### src/rtl/xbr_pkg.sv
package xbr_pkg;
  localparam int RESP_W = 2;
  typedef logic [RESP_W-1:0] rcode_t;
  localparam rcode_t RC_OKAY   = 2'b00;
  localparam rcode_t RC_DECERR = 2'b11;
endpackage

### src/rtl/xbr_fifo.sv
module xbr_fifo #(
  parameter int W     = 8,
  parameter int DEPTH = 2
) (
  input  logic         clk,
  input  logic         rst,
  input  logic         push,
  input  logic [W-1:0] din,
  input  logic         pop,
  output logic [W-1:0] dout,
  output logic         not_empty,
  output logic         not_full
);
  localparam int PW = (DEPTH > 1) ? $clog2(DEPTH) : 1;
  localparam int CW = $clog2(DEPTH + 1);
  localparam logic [CW-1:0] FULL_CNT = CW'(DEPTH);
  localparam logic [PW-1:0] LAST_PTR = PW'(DEPTH - 1);

  logic [W-1:0]  mem [DEPTH];
  logic [PW-1:0] wp, rp;
  logic [CW-1:0] cnt;
  logic          do_push, do_pop;

  assign not_empty = (cnt != '0);
  assign not_full  = (cnt != FULL_CNT);
  assign do_push   = push && not_full;
  assign do_pop    = pop && not_empty;
  assign dout      = mem[rp];

  always_ff @(posedge clk) begin
    if (do_push) mem[wp] <= din;
  end

  always_ff @(posedge clk) begin
    if (rst) begin
      wp  <= '0;
      rp  <= '0;
      cnt <= '0;
    end else begin
      if (do_push) wp <= (wp == LAST_PTR) ? '0 : wp + 1'b1;
      if (do_pop)  rp <= (rp == LAST_PTR) ? '0 : rp + 1'b1;
      if (do_push && !do_pop)      cnt <= cnt + 1'b1;
      else if (do_pop && !do_push) cnt <= cnt - 1'b1;
    end
  end
endmodule

### src/rtl/xbr_prio.sv
module xbr_prio #(
  parameter int N = 2
) (
  input  logic [N-1:0] req,
  output logic [N-1:0] gnt
);
  always_comb begin
    logic taken;
    taken = 1'b0;
    gnt   = '0;
    for (int k = 0; k < N; k++) begin
      if (req[k] && !taken) begin
        gnt[k] = 1'b1;
        taken  = 1'b1;
      end
    end
  end
endmodule

### src/rtl/xbr_rd_route.sv
module xbr_rd_route
  import xbr_pkg::*;
#(
  parameter int          NM       = 2,
  parameter int          NS       = 4,
  parameter int          AW       = 8,
  parameter int          DW       = 16,
  parameter int          SELW     = 3,
  parameter logic [NS-1:0] RD_EN  = '1,
  parameter int          RQ_DEPTH = 2,
  parameter int          RI_DEPTH = 8
) (
  input  logic               clk,
  input  logic               rst,
  input  logic [NM-1:0]      m_arvalid,
  input  logic [NM*AW-1:0]   m_araddr,
  output logic [NM-1:0]      m_arready,
  output logic [NM-1:0]      m_rvalid,
  output logic [NM*DW-1:0]   m_rdata,
  output logic [NM*2-1:0]    m_rresp,
  input  logic [NM-1:0]      m_rready,
  output logic [NS-1:0]      s_arvalid,
  output logic [NS*AW-1:0]   s_araddr,
  input  logic [NS-1:0]      s_arready,
  input  logic [NS-1:0]      s_rvalid,
  input  logic [NS*DW-1:0]   s_rdata,
  input  logic [NS*2-1:0]    s_rresp,
  output logic [NS-1:0]      s_rready
);
  localparam int MIW   = (NM > 1) ? $clog2(NM) : 1;
  localparam int SIW   = (NS > 1) ? $clog2(NS) : 1;
  localparam int ERR_T = NS - 1;
  localparam int RW    = DW + RESP_W;

  function automatic logic [SIW-1:0] pick_target(input logic [AW-1:0] a);
    logic [SELW-1:0] sel;
    sel = a[AW-1 -: SELW];
    pick_target = SIW'(ERR_T);
    for (int k = 0; k < ERR_T; k++)
      if (sel == SELW'(k) && RD_EN[k]) pick_target = SIW'(k);
  endfunction

  // requester side
  logic [AW-1:0]  rq_addr  [NM];
  logic [NM-1:0]  rq_ne, rq_pop;
  logic [SIW-1:0] rq_tgt   [NM];
  logic [SIW-1:0] ri_head  [NM];
  logic [NM-1:0]  ri_ne, ri_nf;
  logic [NM-1:0]  rsp_go;
  logic [RW-1:0]  rsp_din  [NM];
  logic [NM-1:0]  rd_nf;

  // target side
  logic [NM-1:0]  ar_req   [NS];
  logic [NM-1:0]  ar_gnt   [NS];
  logic [NS-1:0]  tg_push, tg_nf, to_ne, to_nf, tg_done, rs_ne;
  logic [AW-1:0]  tg_addr  [NS];
  logic [MIW-1:0] tg_src   [NS];
  logic [MIW-1:0] to_head  [NS];
  logic [RW-1:0]  rs_dout  [NS];

  always_comb begin
    for (int j = 0; j < NS; j++)
      for (int i = 0; i < NM; i++)
        ar_req[j][i] = rq_ne[i] && (rq_tgt[i] == SIW'(j)) && ri_nf[i]
                       && tg_nf[j] && to_nf[j];
  end

  always_comb begin
    rq_pop = '0;
    for (int j = 0; j < NS; j++) begin
      tg_push[j] = 1'b0;
      tg_addr[j] = '0;
      tg_src[j]  = '0;
      for (int i = 0; i < NM; i++) begin
        if (ar_gnt[j][i]) begin
          tg_push[j] = 1'b1;
          tg_addr[j] = rq_addr[i];
          tg_src[j]  = MIW'(i);
          rq_pop[i]  = 1'b1;
        end
      end
    end
  end

  always_comb begin
    rsp_go  = '0;
    tg_done = '0;
    for (int i = 0; i < NM; i++) rsp_din[i] = '0;
    for (int j = 0; j < NS; j++) begin
      for (int i = 0; i < NM; i++) begin
        if (rs_ne[j] && to_ne[j] && to_head[j] == MIW'(i) &&
            ri_ne[i] && ri_head[i] == SIW'(j) && rd_nf[i]) begin
          rsp_go[i]  = 1'b1;
          rsp_din[i] = rs_dout[j];
          tg_done[j] = 1'b1;
        end
      end
    end
  end

  for (genvar i = 0; i < NM; i++) begin : g_req
    logic [RW-1:0] rd_dout;

    xbr_fifo #(.W(AW), .DEPTH(RQ_DEPTH)) u_arq (
      .clk, .rst, .push(m_arvalid[i]), .din(m_araddr[i*AW +: AW]),
      .pop(rq_pop[i]), .dout(rq_addr[i]), .not_empty(rq_ne[i]),
      .not_full(m_arready[i]));

    assign rq_tgt[i] = pick_target(rq_addr[i]);

    xbr_fifo #(.W(SIW), .DEPTH(RI_DEPTH)) u_route (
      .clk, .rst, .push(rq_pop[i]), .din(rq_tgt[i]),
      .pop(rsp_go[i]), .dout(ri_head[i]), .not_empty(ri_ne[i]),
      .not_full(ri_nf[i]));

    xbr_fifo #(.W(RW), .DEPTH(RQ_DEPTH)) u_rq (
      .clk, .rst, .push(rsp_go[i]), .din(rsp_din[i]),
      .pop(m_rready[i]), .dout(rd_dout), .not_empty(m_rvalid[i]),
      .not_full(rd_nf[i]));

    assign m_rdata[i*DW +: DW]  = rd_dout[DW-1:0];
    assign m_rresp[i*2 +: 2]    = rd_dout[RW-1 -: RESP_W];
  end

  for (genvar j = 0; j < NS; j++) begin : g_tgt
    xbr_prio #(.N(NM)) u_pick (.req(ar_req[j]), .gnt(ar_gnt[j]));

    xbr_fifo #(.W(AW), .DEPTH(RQ_DEPTH)) u_arq (
      .clk, .rst, .push(tg_push[j]), .din(tg_addr[j]),
      .pop(s_arready[j]), .dout(s_araddr[j*AW +: AW]),
      .not_empty(s_arvalid[j]), .not_full(tg_nf[j]));

    xbr_fifo #(.W(MIW), .DEPTH(RI_DEPTH)) u_owner (
      .clk, .rst, .push(tg_push[j]), .din(tg_src[j]),
      .pop(tg_done[j]), .dout(to_head[j]), .not_empty(to_ne[j]),
      .not_full(to_nf[j]));

    xbr_fifo #(.W(RW), .DEPTH(RQ_DEPTH)) u_rs (
      .clk, .rst, .push(s_rvalid[j]),
      .din({s_rresp[j*2 +: 2], s_rdata[j*DW +: DW]}),
      .pop(tg_done[j]), .dout(rs_dout[j]), .not_empty(rs_ne[j]),
      .not_full(s_rready[j]));
  end
endmodule

### config.mk
export PLATFORM = sky130hd
export DESIGN_NAME = xbr_rd_route
export DESIGN_NICKNAME = d
export VERILOG_FILES = /design/src/rtl/xbr_pkg.sv /design/src/rtl/xbr_fifo.sv /design/src/rtl/xbr_prio.sv /design/src/rtl/xbr_rd_route.sv
export SDC_FILE = /design/constraint.sdc
export NUM_CORES = 1
export LEC_CHECK = 0
export BUFFER_PORTS_ARGS = -buffer_cell sky130_fd_sc_hd__buf_2
export CAP_MARGIN = 20
export CORE_ASPECT_RATIO = 0.5
export CORE_UTILIZATION = 50
export CTS_CLUSTER_SIZE = 20
export DETAILED_ROUTE_END_ITERATION = 10
export GPL_TIMING_DRIVEN = 0
export PLACE_DENSITY = 0.68
export SLEW_MARGIN = 30
export SYNTH_ARGS = -nofsm -noshare
export SYNTH_HDL_FRONTEND = slang
export SYNTH_HIERARCHICAL = 1
export SYNTH_SLANG_ARGS = --single-unit
### constraint.sdc
create_clock -name clk -period 5.7 [get_ports clk]
set_input_delay 1.425 -clock clk [delete_from_list [all_inputs] [get_ports clk]]
set_output_delay 1.425 -clock clk [all_outputs]
set_load 0.02 [all_outputs]
==> run metrics <==
status=finished, final reports clean; clk_lat worst skew=550 ps; Avg Cell Area, Syn=13.79 µm²; min-delay src=g_req[0].u_route/rp[2]$_SDFFE_PP0P_; period utilisation layout=84.57%; Power Density=457.4 nW/µm²; placed insts=2,389; Syn Std Cell Area=22,320 µm²; synth warn=6; Worst-path clk slew=60 ps; endpoint type of the worst setup path=flop; Final setup viols=0; Die X-Extent=300.8 µm; routed len/inst=19.44 µm; Peak Freq=0.2075 GHz; fraction of layout cells with a size suffix above 1=30.58%; initial core utilization=50.98%; total gr overflow=0; NetSw=3.870 mW; total I/O pin count=182; Core Region=43,780 µm²; Post-Syn Instances=1,619; vias in the first global route=13,130; Clock Sink Count=514; Setup WS pre-CTS=881.5 ps; minimum clock period=4820 ps; Startpoint Class=flop; ys async rst share=0%; static leakage=9.276 nW; CTS Root Cell=clkbuf_16; GRT Overall Usage=20.99%; post-route ant nets=0; Max H-tree Level=2; final setup margin=879.7 ps; Yosys reg bits=514; top post-synthesis cells by area=edfxtp_1 51%, dfxtp_1 12%, mux2_2 8.6%; critical path fanouts, max=10; EDFF count, synth=376; Final Max Slew Viols=0; Post-DP HPWL=34.98 mm; worst vdd ir=231.6 µV; Iteration-0 DRC Markers=1,129; Hold Crit Class=reg2reg; Yosys cell types=55; critical path class=reg2reg; setup TNS=0 ps; post-synth top area cell=edfxtp_1; Max Cap Violations=0; FP Rows=54; Post-CTS Setup Bufs=0; Clock Power Share=26.4%; largest net degree at the start of global routing=42; vias per cell=5.505; CTS resizes=0; # DRC=0; Routed WL=48.20 mm; Die ar.=45,540 µm²; Nets=2,011; First-pass DRT Iterations=5; Relative slew margins=37.22%; top_reg_cell synth=edfxtp_1; sequential share of power=42.1%; register area=14,050 µm²; Setup Skew=13.53 ps; Worst EP arrival=5260 ps; sw frac=33.19%; PortBufs=181; WHS=476.3 ps; TritonCTS clock tree=done; vias=13,650; first-pass GRT wire length=72.88 mm; worst endpoint required time=6140 ps; multi-input logic area=7829 µm²; routability-driven placement congestion ratio=0.8769; RSZ-0062 raised after global routing=false; final core utilization=58.23%; clk buf depth=3; Int Pwr=7.792 mW; Hold-fix buffers, CTS=0; Comb pwr share=31.5%; initial antenna violation count=5; Die Span Y=151.4 µm; worst-margin pin slew=941.7 ps; post-synthesis sequential area ratio=62.96%; Num CTS Buffers=46; most numerous cell in the Yosys netlist=edfxtp_1; Commonest cells post-synth=376 x edfxtp_1, 170 x mux2_2, 138 x dfxtp_1; syn_nets=1,781; FILL cells=3,548; final cell count without fillers=2,480; final hold violations=0; Layout area overhead=14.23%; top cell type's share of synthesized area=50.59%
critical path: stages (launching register included):
cell and delay [ps]:
dfxtp_1 470, mux4_2 530, mux2_2 330, nor4bb_1 630, clkbuf_1 490, o21ai_0 140, o21ai_1 480, nand2_4 120
ha_1 250, inv_1 130, ha_1 280, a21oi_1 220, a211oi_1 100, a31oi_1 190, mux2_2 350
kinds of logic (layout without fill, tap and decap cells):
group	count (synthesis)	in the layout	share of synthesized area, %
fa+ha+maj	60	60	3.565
buf+inv	94	362	1.968
flops	514	514	62.96
mux	192	192	10.46
xor+xnor	48	48	1.883
simple gates	479	479	12.00
compound gates	232	232	7.164
other cells	0	5	0
stage by stage:
| stage | total power, mW | area [µm²] |
|---|---|---|
| finish | 11.66 | 25500 |
| global route | 12.28 | 25500 |
| CTS | 11.74 | 25480 |
| detailed placement | 8.636 | 23990 |
| global placement | 8.551 | 23960 |
| floorplan | 7.576 | 22320 |
metal layers:
layer	track usage, %	routed length, µm
met1	27.95	21320
met2	35.51	23270
met3	3.571	2436
met4	6.117	1175
met5	0	0
layout make-up:
class                      instances  share of cell area, %
sequential                       514                  55.12
multi-input combinational       1011                  30.71
clock buffer                      66                  5.182
timing repair buffer             182                  3.641
tap                              588                  2.886
buffer                            68                  1.340
clock inverter                    20                 0.6920
inverter                          26                 0.3828
antenna                            5                0.04907
final timing paths:
| check | to | slack, ps | cells after the start |
|---|---|---|---|
| hold reg to reg | g_req[0].u_route/rp[2]$_SDFFE_PP0P_ | 480 | 2 |
| setup reg to reg | g_req[0].u_route/cnt[3]$_SDFFE_PP0P_ | 880 | 14 |
| setup / recovery | g_req[0].u_route/cnt[3]$_SDFFE_PP0P_ | 880 | 14 |
| hold / removal | g_req[0].u_route/rp[2]$_SDFFE_PP0P_ | 480 | 2 |
registers in the layout, summed over array words and instances, names as in the netlist, 16 cells and up, named ones only:
name,flops
g_tgt.u_rs/mem,144
g_req.u_rq/mem,72
g_tgt.u_arq/mem,64
g_req.u_arq/mem,32
g_req.u_route/mem,32
g_tgt.u_owner/mem,32
g_tgt.u_owner/cnt,16
power groups by stage:
stage	clock network (mW)	registers, mW	logic (mW)
2_1_floorplan	0	4.91	2.67
3_3_place_gp	0	4.97	3.59
3_5_place_dp	0	4.99	3.65
4_1_cts	3.15	4.91	3.68
5_1_grt	3.29	4.97	4.02
6_report	3.08	4.91	3.67
placed cells by master, fill, tap and decap left out, types with 53 or more instances in the layout:
cell type / Yosys / final
buf_2: 18 / 198
nand2_1: 107 / 107
mux2_2: 170 / 170
a21oi_1: 56 / 56
ha_1: 54 / 54
edfxtp_1: 376 / 376
dfxtp_1: 138 / 138
nand3_1: 54 / 54
nor2_1: 94 / 94
o21ai_0: 54 / 53
Power figures use the tool's default switching activity.
